===== src/rtl/dacseq_pkg.sv =====
package dacseq_pkg;
  localparam int DIV_W   = 8;
  localparam int CODE_W  = 16;
  localparam int WORD_W  = 2 * CODE_W;
  localparam int ADDR_W  = 3;
  localparam int LOAD_HP = 4;

  localparam logic [ADDR_W-1:0] A_CODE0 = 3'd0;
  localparam logic [ADDR_W-1:0] A_CODE1 = 3'd1;
  localparam logic [ADDR_W-1:0] A_CMD0  = 3'd2;
  localparam logic [ADDR_W-1:0] A_CMD1  = 3'd3;
  localparam logic [ADDR_W-1:0] A_CTRL  = 3'd4;
  localparam logic [ADDR_W-1:0] A_OVCLR = 3'd5;

  typedef enum logic [2:0] {
    ST_IDLE, ST_LEAD, ST_SHIFT, ST_TAIL, ST_GAP, ST_LOAD
  } seq_state_e;

  typedef struct packed {
    logic [DIV_W-1:0] hdiv;
    logic [1:0]       ld_mode;
    logic             tsel;
    logic             src;
  } seq_ctrl_t;

  localparam int CTRL_W = $bits(seq_ctrl_t);
endpackage


===== src/rtl/dacseq_regs.sv =====
module dacseq_regs
  import dacseq_pkg::*;
(
  input  logic              clk,
  input  logic              rst_n,
  input  logic              wr_en,
  input  logic [ADDR_W-1:0] wr_addr,
  input  logic [CODE_W-1:0] wr_data,
  input  logic              ovr_set,
  output logic [CODE_W-1:0] code0,
  output logic [CODE_W-1:0] code1,
  output logic [CODE_W-1:0] cmd0,
  output logic [CODE_W-1:0] cmd1,
  output seq_ctrl_t         ctrl,
  output logic              overrun
);
  logic ovr_d;

  always_comb begin
    ovr_d = overrun;
    if (wr_en && wr_addr == A_OVCLR) ovr_d = 1'b0;
    if (ovr_set)                     ovr_d = 1'b1;
  end

  always_ff @(posedge clk or negedge rst_n) begin
    if (!rst_n) begin
      code0   <= '0;
      code1   <= '0;
      cmd0    <= '0;
      cmd1    <= '0;
      ctrl    <= '0;
      overrun <= 1'b0;
    end else begin
      overrun <= ovr_d;
      if (wr_en) begin
        case (wr_addr)
          A_CODE0: code0 <= wr_data;
          A_CODE1: code1 <= wr_data;
          A_CMD0:  cmd0  <= wr_data;
          A_CMD1:  cmd1  <= wr_data;
          A_CTRL:  ctrl  <= seq_ctrl_t'(wr_data[CTRL_W-1:0]);
          default: ;
        endcase
      end
    end
  end
endmodule


===== src/rtl/dacseq_tick.sv =====
module dacseq_tick #(
  parameter int DW = 8
) (
  input  logic          clk,
  input  logic          rst_n,
  input  logic          start,
  input  logic          run,
  input  logic [DW-1:0] hdiv,
  output logic          step
);
  logic [DW-1:0] cnt_q, cnt_d, hdiv_q, hdiv_d;

  always_comb begin
    cnt_d  = cnt_q;
    hdiv_d = hdiv_q;
    if (start) begin
      hdiv_d = hdiv;
      cnt_d  = hdiv;
    end else if (run) begin
      if (cnt_q == '0) cnt_d = hdiv_q;
      else             cnt_d = cnt_q - 1'b1;
    end
  end

  assign step = run && !start && (cnt_q == '0);

  always_ff @(posedge clk or negedge rst_n) begin
    if (!rst_n) begin
      cnt_q  <= '0;
      hdiv_q <= '0;
    end else begin
      cnt_q  <= cnt_d;
      hdiv_q <= hdiv_d;
    end
  end
endmodule


===== src/rtl/dacseq_fsm.sv =====
module dacseq_fsm
  import dacseq_pkg::*;
(
  input  logic              clk,
  input  logic              rst_n,
  input  logic              start,
  input  logic              step,
  input  logic [WORD_W-1:0] word0,
  input  logic [WORD_W-1:0] word1,
  input  logic [1:0]        ld_mode,
  output logic              sync_n,
  output logic              sclk,
  output logic              sdo,
  output logic [1:0]        ldac_n,
  output logic              busy
);
  localparam int BC_W = $clog2(WORD_W);
  localparam int LC_W = $clog2(LOAD_HP);

  seq_state_e        st_q, st_d;
  logic [WORD_W-1:0] sh_q, sh_d, hold_q, hold_d;
  logic [BC_W-1:0]   bc_q, bc_d;
  logic [LC_W-1:0]   lc_q, lc_d;
  logic [1:0]        mode_q, mode_d, ld_q, ld_d;
  logic              ch_q, ch_d, sy_q, sy_d, ck_q, ck_d, do_q, do_d;

  always_comb begin
    st_d = st_q; sh_d = sh_q; hold_d = hold_q; bc_d = bc_q; lc_d = lc_q;
    mode_d = mode_q; ld_d = ld_q; ch_d = ch_q; sy_d = sy_q; ck_d = ck_q; do_d = do_q;
    case (st_q)
      ST_IDLE: if (start) begin
        st_d = ST_LEAD; sy_d = 1'b0; ch_d = 1'b0;
        sh_d = word0; hold_d = word1; mode_d = ld_mode;
        bc_d = BC_W'(WORD_W - 1);
      end
      ST_LEAD: if (step) begin
        st_d = ST_SHIFT; ck_d = 1'b1; do_d = sh_q[WORD_W-1];
      end
      ST_SHIFT: if (step) begin
        if (ck_q) begin
          ck_d = 1'b0;
          sh_d = {sh_q[WORD_W-2:0], 1'b0};
          if (bc_q == '0) st_d = ST_TAIL;
          else            bc_d = bc_q - 1'b1;
        end else begin
          ck_d = 1'b1; do_d = sh_q[WORD_W-1];
        end
      end
      ST_TAIL: if (step) begin
        st_d = ST_GAP; sy_d = 1'b1; do_d = 1'b0;
      end
      ST_GAP: if (step) begin
        if (!ch_q) begin
          st_d = ST_LEAD; ch_d = 1'b1; sy_d = 1'b0;
          sh_d = hold_q; bc_d = BC_W'(WORD_W - 1);
        end else begin
          st_d = ST_LOAD; lc_d = LC_W'(LOAD_HP - 1);
          ld_d = {~(mode_q == 2'd0 || mode_q == 2'd2),
                  ~(mode_q == 2'd0 || mode_q == 2'd1)};
        end
      end
      ST_LOAD: if (step) begin
        if (lc_q == '0) begin
          st_d = ST_IDLE; ld_d = 2'b11;
        end else begin
          lc_d = lc_q - 1'b1;
        end
      end
      default: st_d = ST_IDLE;
    endcase
  end

  always_ff @(posedge clk or negedge rst_n) begin
    if (!rst_n) begin
      st_q <= ST_IDLE; sh_q <= '0; hold_q <= '0; bc_q <= '0; lc_q <= '0;
      mode_q <= '0; ld_q <= 2'b11; ch_q <= 1'b0; sy_q <= 1'b1; ck_q <= 1'b0; do_q <= 1'b0;
    end else begin
      st_q <= st_d; sh_q <= sh_d; hold_q <= hold_d; bc_q <= bc_d; lc_q <= lc_d;
      mode_q <= mode_d; ld_q <= ld_d; ch_q <= ch_d; sy_q <= sy_d; ck_q <= ck_d; do_q <= do_d;
    end
  end

  assign sync_n = sy_q;
  assign sclk   = ck_q;
  assign sdo    = do_q;
  assign ldac_n = ld_q;
  assign busy   = (st_q != ST_IDLE);
endmodule


===== src/rtl/dacseq_top.sv =====
module dacseq_top
  import dacseq_pkg::*;
(
  input  logic              clk,
  input  logic              rst_n,
  input  logic              wr_en,
  input  logic [ADDR_W-1:0] wr_addr,
  input  logic [CODE_W-1:0] wr_data,
  input  logic [1:0]        upd_strobe,
  input  logic [CODE_W-1:0] din0,
  input  logic [CODE_W-1:0] din1,
  output logic              dac_sync_n,
  output logic              dac_sclk,
  output logic              dac_sdo,
  output logic [1:0]        dac_ldac_n,
  output logic              busy,
  output logic              overrun
);
  logic [1:0]        rst_sq;
  logic              rst_i, strobe_sel, accept, step;
  logic [CODE_W-1:0] code0, code1, cmd0, cmd1;
  seq_ctrl_t         ctrl;
  logic [WORD_W-1:0] word0, word1;

  always_ff @(posedge clk or negedge rst_n) begin
    if (!rst_n) rst_sq <= 2'b00;
    else        rst_sq <= {rst_sq[0], 1'b1};
  end
  assign rst_i = rst_sq[1];

  assign strobe_sel = ctrl.tsel ? upd_strobe[1] : upd_strobe[0];
  assign accept     = strobe_sel && !busy;
  assign word0      = {cmd0, ctrl.src ? din0 : code0};
  assign word1      = {cmd1, ctrl.src ? din1 : code1};

  dacseq_regs u_regs (
    .clk(clk), .rst_n(rst_i), .wr_en(wr_en), .wr_addr(wr_addr), .wr_data(wr_data),
    .ovr_set(strobe_sel && busy), .code0(code0), .code1(code1), .cmd0(cmd0),
    .cmd1(cmd1), .ctrl(ctrl), .overrun(overrun)
  );

  dacseq_tick #(.DW(DIV_W)) u_tick (
    .clk(clk), .rst_n(rst_i), .start(accept), .run(busy), .hdiv(ctrl.hdiv), .step(step)
  );

  dacseq_fsm u_fsm (
    .clk(clk), .rst_n(rst_i), .start(accept), .step(step), .word0(word0), .word1(word1),
    .ld_mode(ctrl.ld_mode), .sync_n(dac_sync_n), .sclk(dac_sclk), .sdo(dac_sdo),
    .ldac_n(dac_ldac_n), .busy(busy)
  );
endmodule


===== config.mk =====
export PLATFORM = sky130hd
export DESIGN_NAME = dacseq_top
export DESIGN_NICKNAME = d
export VERILOG_FILES = /design/src/rtl/dacseq_pkg.sv /design/src/rtl/dacseq_regs.sv /design/src/rtl/dacseq_tick.sv /design/src/rtl/dacseq_fsm.sv /design/src/rtl/dacseq_top.sv
export SDC_FILE = /design/constraint.sdc
export NUM_CORES = 1
export LEC_CHECK = 0
export CAP_MARGIN = 20
export CORE_ASPECT_RATIO = 0.6
export CORE_MARGIN = 2
export CORE_UTILIZATION = 39
export CTS_CLUSTER_SIZE = 40
export DETAILED_ROUTE_END_ITERATION = 7
export DONT_BUFFER_PORTS = 1
export GPL_TIMING_DRIVEN = 0
export MAX_ROUTING_LAYER = met4
export SLEW_MARGIN = 5
export SYNTH_ARGS = -nofsm -noshare
export SYNTH_HDL_FRONTEND = slang
export SYNTH_SLANG_ARGS = --single-unit
export TNS_END_PERCENT = 30

===== constraint.sdc =====
create_clock -name clk -period 14.3 [get_ports clk]
set_input_delay 2.86 -clock clk [delete_from_list [all_inputs] [get_ports clk]]
set_output_delay 2.86 -clock clk [all_outputs]
set_load 0.03 [all_outputs]

Yosys cells after proc, flatten, opt, wreduce, memory -nomap -nowiden
Index checks and enable logic that the tools add are counted.
{"block": "totals", "input_bits": 56, "wordCells": 149, "mem_bits_ro": 0, "mem_count": 0, "ff_bits": 177, "latch_bits": 0, "mem_bits_rw": 0}
{"block": "op_classes", "reduce_logical": 39, "muxes": 56, "n_shift": 0, "eq_ne": 26, "multipliers": 0, "magnitude_cmp": 0, "n_bitwise": 2, "add_sub_neg": 3, "n_div": 0}
{"op": "32-bit two-way mux", "n": 5}
{"op": "32-bit case mux with 3 select lines", "n": 1}
{"op": "16-bit two-way mux", "n": 2}
{"op": "3-bit two-way mux", "n": 10}
{"op": "5-bit two-way mux", "n": 6}
{"op": "8-bit two-way mux", "n": 3}
{"op": "5-bit AND reduction", "n": 4}
{"op": "2-bit != test, second input constant", "n": 9}
{"op": "3-bit case mux with 6 select lines", "n": 1}
{"op": "2-bit two-way mux", "n": 8}
{"op": "5-bit case mux with 3 select lines", "n": 1}
{"op": "1-bit two-way mux", "n": 13}
{"op": "3-bit by 2-bit equality test with 1-bit output, second input constant", "n": 4}
{"op": "3-bit equality test, second input constant", "n": 4}
{"op": "2-bit AND reduction", "n": 6}
{"op": "3-bit nonzero test", "n": 4}
{"op": "2-bit by 1-bit != test with 1-bit output, second input constant", "n": 5}
{"op": "2-bit nonzero test", "n": 5}
{"op": "9-bit AND reduction", "n": 1}
{"op": "8-bit logical NOT", "n": 1}
{"op": "2-bit case mux with 2 select lines", "n": 2}
{"op": "8-bit by 1-bit subtractor with 8-bit output, second input constant", "n": 1}
{"op": "7-bit AND reduction", "n": 1}
{"op": "3-bit by 1-bit equality test with 1-bit output, second input constant", "n": 2}
{"op": "15 further kinds", "n": 27}

Longest topological paths before layout
Gate-level depths: netlist of run 1.
{"block": "logic_depth", "word_depth": 8, "ltp_mapped": 10, "depth_no_buf": 7}

Modules after synthesis
From an unflattened synthesis of run 1, not the netlist that was laid out.
{"block": "hier_totals", "cells_unflattened": 661, "hier_area_um2": 8411.8}
{"module": "dacseq_fsm", "area_each_um2": 3880.0, "cells_each": 370, "seq_area_each_um2": 2055.7, "instances": 1}
{"module": "dacseq_regs", "area_each_um2": 3030.4, "cells_each": 167, "seq_area_each_um2": 1926.8, "instances": 1}
{"module": "dacseq_tick", "area_each_um2": 883.3, "cells_each": 82, "seq_area_each_um2": 400.4, "instances": 1}
{"module": "dacseq_top", "area_each_um2": 618.1, "cells_each": 42, "seq_area_each_um2": 50.0, "instances": 1}

Worst setup path before layout of run 1
No wires, ideal clock.
{"block": "synth_timing", "path_kind": "input to register", "startpoint": "input port wr_addr[0]", "endpoint": "register u_regs.code0[10]", "setup_time_ps": 125, "path_buffers": 1, "required_ps": 14175, "slack_ps": 9973, "cell_stages": 4, "arrival_ps": 4202, "path_cell_list": "nand2b_1 nor3_1 buf_2 mux2_2"}
{"block": "synth_via", "elab_chain_cells": 2}
{"element": "start: declaration", "line": "dacseq_top.sv:7", "rtl": "input logic [ADDR_W-1:0] wr_addr,"}
{"element": "3-bit logical NOT", "line": "dacseq_regs.sv:36", "rtl": "case (wr_addr)"}
{"element": "2-bit AND reduction (no line)"}
{"element": "end signal: assignment", "line": "dacseq_regs.sv:37", "rtl": "A_CODE0: code0 <= wr_data;"}
{"element": "end: declaration", "line": "dacseq_regs.sv:10", "rtl": "output logic [CODE_W-1:0] code0,"}
No other way between the ends.
A chain may end at the register's enable or synchronous reset.

Worst setup path in the final report of run 1
{"block": "layout_timing", "startpoint": "register u_fsm.st_q[2]", "endpoint": "output port busy"}
{"block": "layout_via", "elab_chain_cells": 1}
{"element": "start: declaration", "line": "dacseq_fsm.sv:20", "rtl": "seq_state_e st_q, st_d;"}
{"element": "start signal: assignment", "line": "dacseq_fsm.sv:75", "rtl": "st_q <= ST_IDLE; sh_q <= '0; hold_q <= '0; bc_q <= '0; lc_q <= '0;"}
{"element": "start signal: assignment", "line": "dacseq_fsm.sv:78", "rtl": "st_q <= st_d; sh_q <= sh_d; hold_q <= hold_d; bc_q <= bc_d; lc_q <= lc_d;"}
{"element": "3-bit nonzero test", "line": "dacseq_fsm.sv:87", "rtl": "assign busy = (st_q != ST_IDLE);"}
{"element": "end: declaration", "line": "dacseq_top.sv:16", "rtl": "output logic busy,"}
No other way between the ends.

==> results.md, run 1 <==
* Unique masters post-synth at 54
* Main area contributors after synthesis: dfrtp_1, mux2_2, mux2i_1
* Largest net degree at the start of global routing at 65
* Fillers at 1,988
* Top Ports at between 60 and 70
* # Max-Cap Violations at 0
* Share of the synthesized area in the top cell type at between 50% and 60%
* Critical path peak fanout at 10
* Starting DRT DRC Count at 469
* Final #Nets at about 810
* Hold-fix buffers at CTS at 0
* Post-synth top flop: dfrtp_1
* Routability congestion estimate at 0.866
* Register area at approximately 4400 µm²
* VDD IR-drop max at just over 0.0001 V
* Clock sinks at 177
* N_diodes at 0
* RSZ-0062 raised after global routing: no
* Root buffer cell: clkbuf_16
* Share of cells above drive strength 1 at a little over a fifth
* Util after Layout at between 40% and 50%
* Initial Utilization at between 30% and 40%
* Final WS setup at slightly above 9 ns
* Synthesized area at ~8300 µm²
* CTS Buffer Depth at 2
* Crit end category: primary output
* Least-Margin Pin Slew at roughly 0.82 ns
* Max Clock Freq at between 150 and 200 MHz
* Critical path data arrival time at ~2.3 ns
* Setup repair bufs after CTS at 0
* Outcome: completed
* Synthesized instance count at ~730
* Vias at a little under 6,000
* Final non-filler cell total at 1,045
* Final period util at roughly 36%
* CTS clk-pin slew, worst paths at ~0.07 ns
* Final min period at between 5 and 6 ns
* I/O Buffers at 0
* TritonCTS clock tree: built
* Seq/Total Area, Yosys at a little over half
* Critical Path RT at between 10 and 15 ns
* Max-slew violations at 0
* Hpwl dp at about 16,000 µm
* Post-Syn Nets at 792
* Setup WS pre-CTS at between 9 and 10 ns
* Final Setup Violations at 0
* Post-synth EDFFs at 0
* Global-route wire length before repair at between 30,000 and 40,000 µm
* Placed insts at between 1,000 and 1,500
* DR pass1 iterations at 5
* Synth Register Bits at around 180
* PD cells at around 190 nW/µm²
* Dominant cell type by area after synthesis: dfrtp_1
* DRC at 0
* Inserted Clock Buffers at 17
* Crit path buf inv count at 2
* Ys Warns at 0
* Syn Area/Cell at between 10 and 15 µm²
* Hold WS at around 0.35 ns
* Clk_lat worst skew at ~0.43 ns
* Final ANT Viol Nets at 0
* Worst Skew at between 0.01 and 0.015 ns
* Family with the most delay on the worst path: buffers and inverters
* Chip Width at 192 µm
* Final wirelength at between 20,000 and 25,000 µm
* Die Y at ~120 µm
* All-layer global routing usage at about a fifth
* Setup TNS at 0 ns
* Multi-input logic area at 3600 µm²
* Vias in the first global route at ~5,600
* Vias per Instance at around 5.6
* Cts repair resizes at 0
* Die area at about 22,000 µm²
* DR WL/cell at 21.0 µm
* H-tree Lvls at 4
* Layout area overhead at 11.9%
* Worst Setup Path Type: flop to primary output
* Final hold violation count at 0
* Max-Slew Margin vs Limit at about 45%
* Startpoint Class: flop
* Cell Chain, Critical Path: clkbuf_1 > nor3_2 > clkinv_1
* Leading cell types by count after synthesis: dfrtp_1, mux2_2, o21ai_0
* Grt ovf at 0
* FP Rows at 41
* Initial antenna violation count at 0
* Async S/R FF share, synth at 100%
* Slowest-stage cell, CP: clkinv_1
* Core ar. at between 20,000 and 25,000 µm²
* Leakage power total at approximately 4.0 nW
* Top-count cell post-synth: dfrtp_1
* CP peak stage delay at 0.69 ns
* Hold Crit Class: flop to flop
stage by stage:
step / area (µm²) / total power [mW]
finish: 9270 / 1.72
global route: 9270 / 1.83
CTS: 9270 / 1.73
detailed placement: 8700 / 1.26
global placement: 8630 / 1.25
floorplan: 8280 / 1.13
registers in the layout, indices dropped and copies added (netlist names), 8 cells and up:
| name | cells |
|---|---|
| u_regs.cmd1 | 16 |
| u_regs.ctrl | 12 |
| u_tick.hdiv_q | 8 |
| u_regs.code0 | 16 |
| u_regs.code1 | 16 |
| u_regs.cmd0 | 16 |
| u_fsm.hold_q | 32 |
| u_fsm.sh_q | 32 |
| u_tick.cnt_q | 8 |
layer usage:
layer  track usage [%]  share of wire, %  vias up
li1                  -                 -     2691
met1              33.1                52     2931
met3              4.29               6.9        8
met4              3.41              0.43        0
met2              27.6                40      178
met5                 -                 0        -
logic make-up after synthesis:
family | share of synthesized area, %
AOI/OAI and AO/OA | 14.0
xor gates and xnor gates | 0.423
other | 0.0453
buffers and inverters | 3.07
and+or+nand+nor | 9.11
DFF | 53.5
muxes | 19.2
adders and majority gates | 0.604
cells in the final DEF, fill, tap and decap left out, types with 4 or more instances in the layout:
cell type	Yosys	routed
ha_1	4	4
o211ai_1	4	4
a221o_1	15	15
nor2_1	33	33
clkbuf_16	0	17
mux2_2	106	106
nand2b_1	6	6
clkbuf_1	32	33
mux2i_1	40	40
buf_2	11	12
dfrtp_1	174	173
inv_6	0	4
nand2_1	77	77
a2bb2oi_1	17	17
inv_1	11	11
a21oi_1	30	30
o21ai_0	80	80
xnor2_1	4	4
buf_1	5	5
nand4_1	4	4
a22o_1	17	17
nor3_1	11	10
area by class of cell:
cell class,instances,share of cell area [%]
Sequential cell,177,47.9
Multi-Input combinational cell,493,38.8
Clock buffer,19,4.78
Tap cell,279,3.77
Buffer,49,2.21
Clock inverter,12,1.35
Timing Repair Buffer,3,0.648
Inverter,13,0.526
path summary, 6_finish.rpt:
| kind | from | end | slack [ns] | cells after the start |
|---|---|---|---|---|
| worst min register to register | rst_sq[0] | rst_sq[1] | 0.35 | 0 |
| min in group asynchronous | rst_sq[1] | u_tick.hdiv_q[3] | 0.40 | 0 |
| max in group asynchronous | rst_n | rst_sq[1] | 12.11 | 0 |
| worst max-delay path | u_fsm.st_q[2] | busy | 9.12 | 3 |
| worst max register to register | u_tick.cnt_q[1] | u_fsm.sh_q[17] | 11.58 | 10 |
| worst min-delay path | rst_sq[0] | rst_sq[1] | 0.35 | 0 |
report_power, final:
part / switching [mW] / internal [mW] / total (mW)
Combinational: 0.258 / 0.224 / 0.482
Clock: 0.212 / 0.249 / 0.461
Sequential: 0.120 / 0.662 / 0.782
worst register-to-register path, cell delays in order (launching register included):
cell	delay, ns
dfrtp_1	0.42
inv_1	0.13
ha_1	0.26
or3b_1	0.37
buf_2	0.17
o31ai_1	0.24
nand4_1	0.16
buf_2	0.23
clkbuf_1	0.33
nand2_1	0.15
o21ai_0	0.10
Power figures use the tool's default switching activity.
==> run 2: changes to the inputs <==
==> constraint.sdc (replaced) <==
create_clock -name clk -period 5.2 [get_ports clk]
set_input_delay 1.04 -clock clk [delete_from_list [all_inputs] [get_ports clk]]
set_output_delay 1.04 -clock clk [all_outputs]
set_load 0.03 [all_outputs]
==> run 2 against run 1 <==
Effect of this change:
- first-iteration DRC count is 34% higher
- core utilization is 0.16 points higher
- clock skew is 0.0011 ns lower
- die area stayed put
- cell area is 0.36% higher
- critical path depth stayed put
- combinational power grew to 2.8 times the previous value
- critical path type unchanged
==> results.md, run 2 (synthesis gave the netlist of run 1 again) <==
* Final period util at roughly 65%
* Max Clock Freq at approximately 300 MHz
* Final Setup Violations at 0
* Least-Margin Pin Slew at 0.835 ns
* CTS Buffer Depth at 2
* Crit end category: primary output
* Initial antenna violation count at 2
* Leakage power total at between 3 and 4 nW
* VDD IR-drop max at 0.000264 V
* Setup TNS at 0 ns
* Max-slew violations at 0
* Root buffer cell: clkbuf_16
* All-layer global routing usage at a little over a fifth
* Starting DRT DRC Count at 630
* Cts repair resizes at 0
* Share of cells above drive strength 1 at 21.8%
* Max-Slew Margin vs Limit at approximately 44%
* Vias per Instance at approximately 5.6
* Initial Utilization at 39.6%
* I/O Buffers at 0
* Most frequent cells in the layout: dfrtp_1, mux2_2, o21ai_0, nand2_1, mux2i_1
* Hold-fix buffers at CTS at 0
* RSZ-0062 raised after global routing: no
* TritonCTS clock tree: built
* Final #Nets at approximately 820
* Fillers at 1,983
* Critical path peak fanout at 10
* Core ar. at 20,900 µm²
* Vias at slightly below 6,000
* Overall Power at between 4 and 5 mW
* DR WL/cell at roughly 21 µm
* Clock sinks at about 180
* DR pass1 iterations at 5
* # Max-Cap Violations at 0
* Final ANT Viol Nets at 0
* Inserted Clock Buffers at 17
* Outcome: completed
* Worst Skew at 0.0103 ns
* PD cells at a little over 500 nW/µm²
* Critical path data arrival time at 2.32 ns
* Vias in the first global route at 5,608
* Layout area overhead at 12.3%
* Global-route wire length before repair at about 34,000 µm
* Hpwl dp at roughly 16,000 µm
* Clk_lat worst skew at roughly 0.44 ns
* Finished Cell Area at around 9300 µm²
* Setup repair bufs after CTS at 0
* Dpl cell area at between 8000 and 9000 µm²
* Hold Crit Class: flop to async pin
* Final hold violation count at 0
* H-tree Lvls at 4
* Top flop regs: u_fsm.hold_q (32), u_fsm.sh_q (32)
* Top Ports at 63
* Final min period at approximately 3.4 ns
* Util after Layout at between 40% and 50%
* Worst Setup Path Type: flop to primary output
* DRC at 0
* Final wirelength at approximately 22,000 µm
* Leading cell type in the layout, fill and taps excluded: dfrtp_1
* Die area at approximately 22,000 µm²
* CTS clk-pin slew, worst paths at approximately 0.080 ns
* Routability congestion estimate at between 0.8 and 0.9
* Critical Path RT at approximately 4.2 ns
* FP Rows at 41
* Die Y at ~120 µm
* Chip Width at just under 200 µm
* N_diodes at 0
* Grt ovf at 0
* Largest net degree at the start of global routing at 62
* Startpoint Class: flop
-- run 2: cell count changes in the layout (fill, tap and decap cells not counted), sizes merged --
cell	before	now
inv	18	19
buf	20	22
clkinvlp	2	3
clkinv	4	6
clkbuf	51	49
bufinv	1	0
-- run 2: through the flow --
step	hold slack, ns	setup WS, ns	std cells
4_1_cts	0.146	1.86	1048
3_5_place_dp	0.140	1.95	1016
3_3_place_gp	0.333	1.09	1011
5_1_grt	0.160	1.69	1048
6_report	0.140	1.84	1048
2_1_floorplan	0.331	2.28	732
-- run 2: path summary, 6_finish.rpt --
path	from	end	slack, ns	cells after the start
worst max-delay path	u_fsm.st_q[2]	busy	1.84	3
max in group asynchronous	rst_sq[1]	u_fsm.sh_q[12]	4.17	2
worst min-delay path	rst_sq[1]	u_regs.cmd1[1]	0.14	0
worst max register to register	u_tick.cnt_q[0]	u_fsm.sh_q[17]	2.45	10
min in group clk	rst_sq[0]	rst_sq[1]	0.35	0
worst min register to register	rst_sq[1]	u_regs.cmd1[1]	0.14	0
-- run 2: layout make-up --
cell class	instances	area, µm²	share of cell area (%)
buffer	49	205	2.21
tap	279	349	3.75
clock inverter	15	146	1.57
clock buffer	17	425	4.57
sequential	177	4440	47.7
inverter	13	48.8	0.525
multi-input combinational	493	3600	38.7
timing repair buffer	5	95.1	1.02
-- run 2: routing by layer --
layer	track usage [%]	routed length [µm]	up-vias	part of all wire, %
li1	-	-	2700	-
met1	32.8	11700	3015	52
met2	28.4	9110	167	41
met3	4.14	1380	21	6.2
met4	5.34	199	0	0.89
met5	-	0	-	0
-- run 2: critical path, cell delays in order (launching register included) --
cell	delay, ns
dfrtp_1	0.37
clkbuf_1	0.18
nor3_2	0.65
clkinv_1	0.67
-- run 2: where the power goes --
| group | internal [mW] | switching (mW) | total [mW] |
|---|---|---|---|
| Clock | 0.636 | 0.637 | 1.27 |
| Combinational | 0.616 | 0.724 | 1.34 |
| Sequential | 1.82 | 0.329 | 2.15 |
| Total | 3.07 | 1.69 | 4.76 |
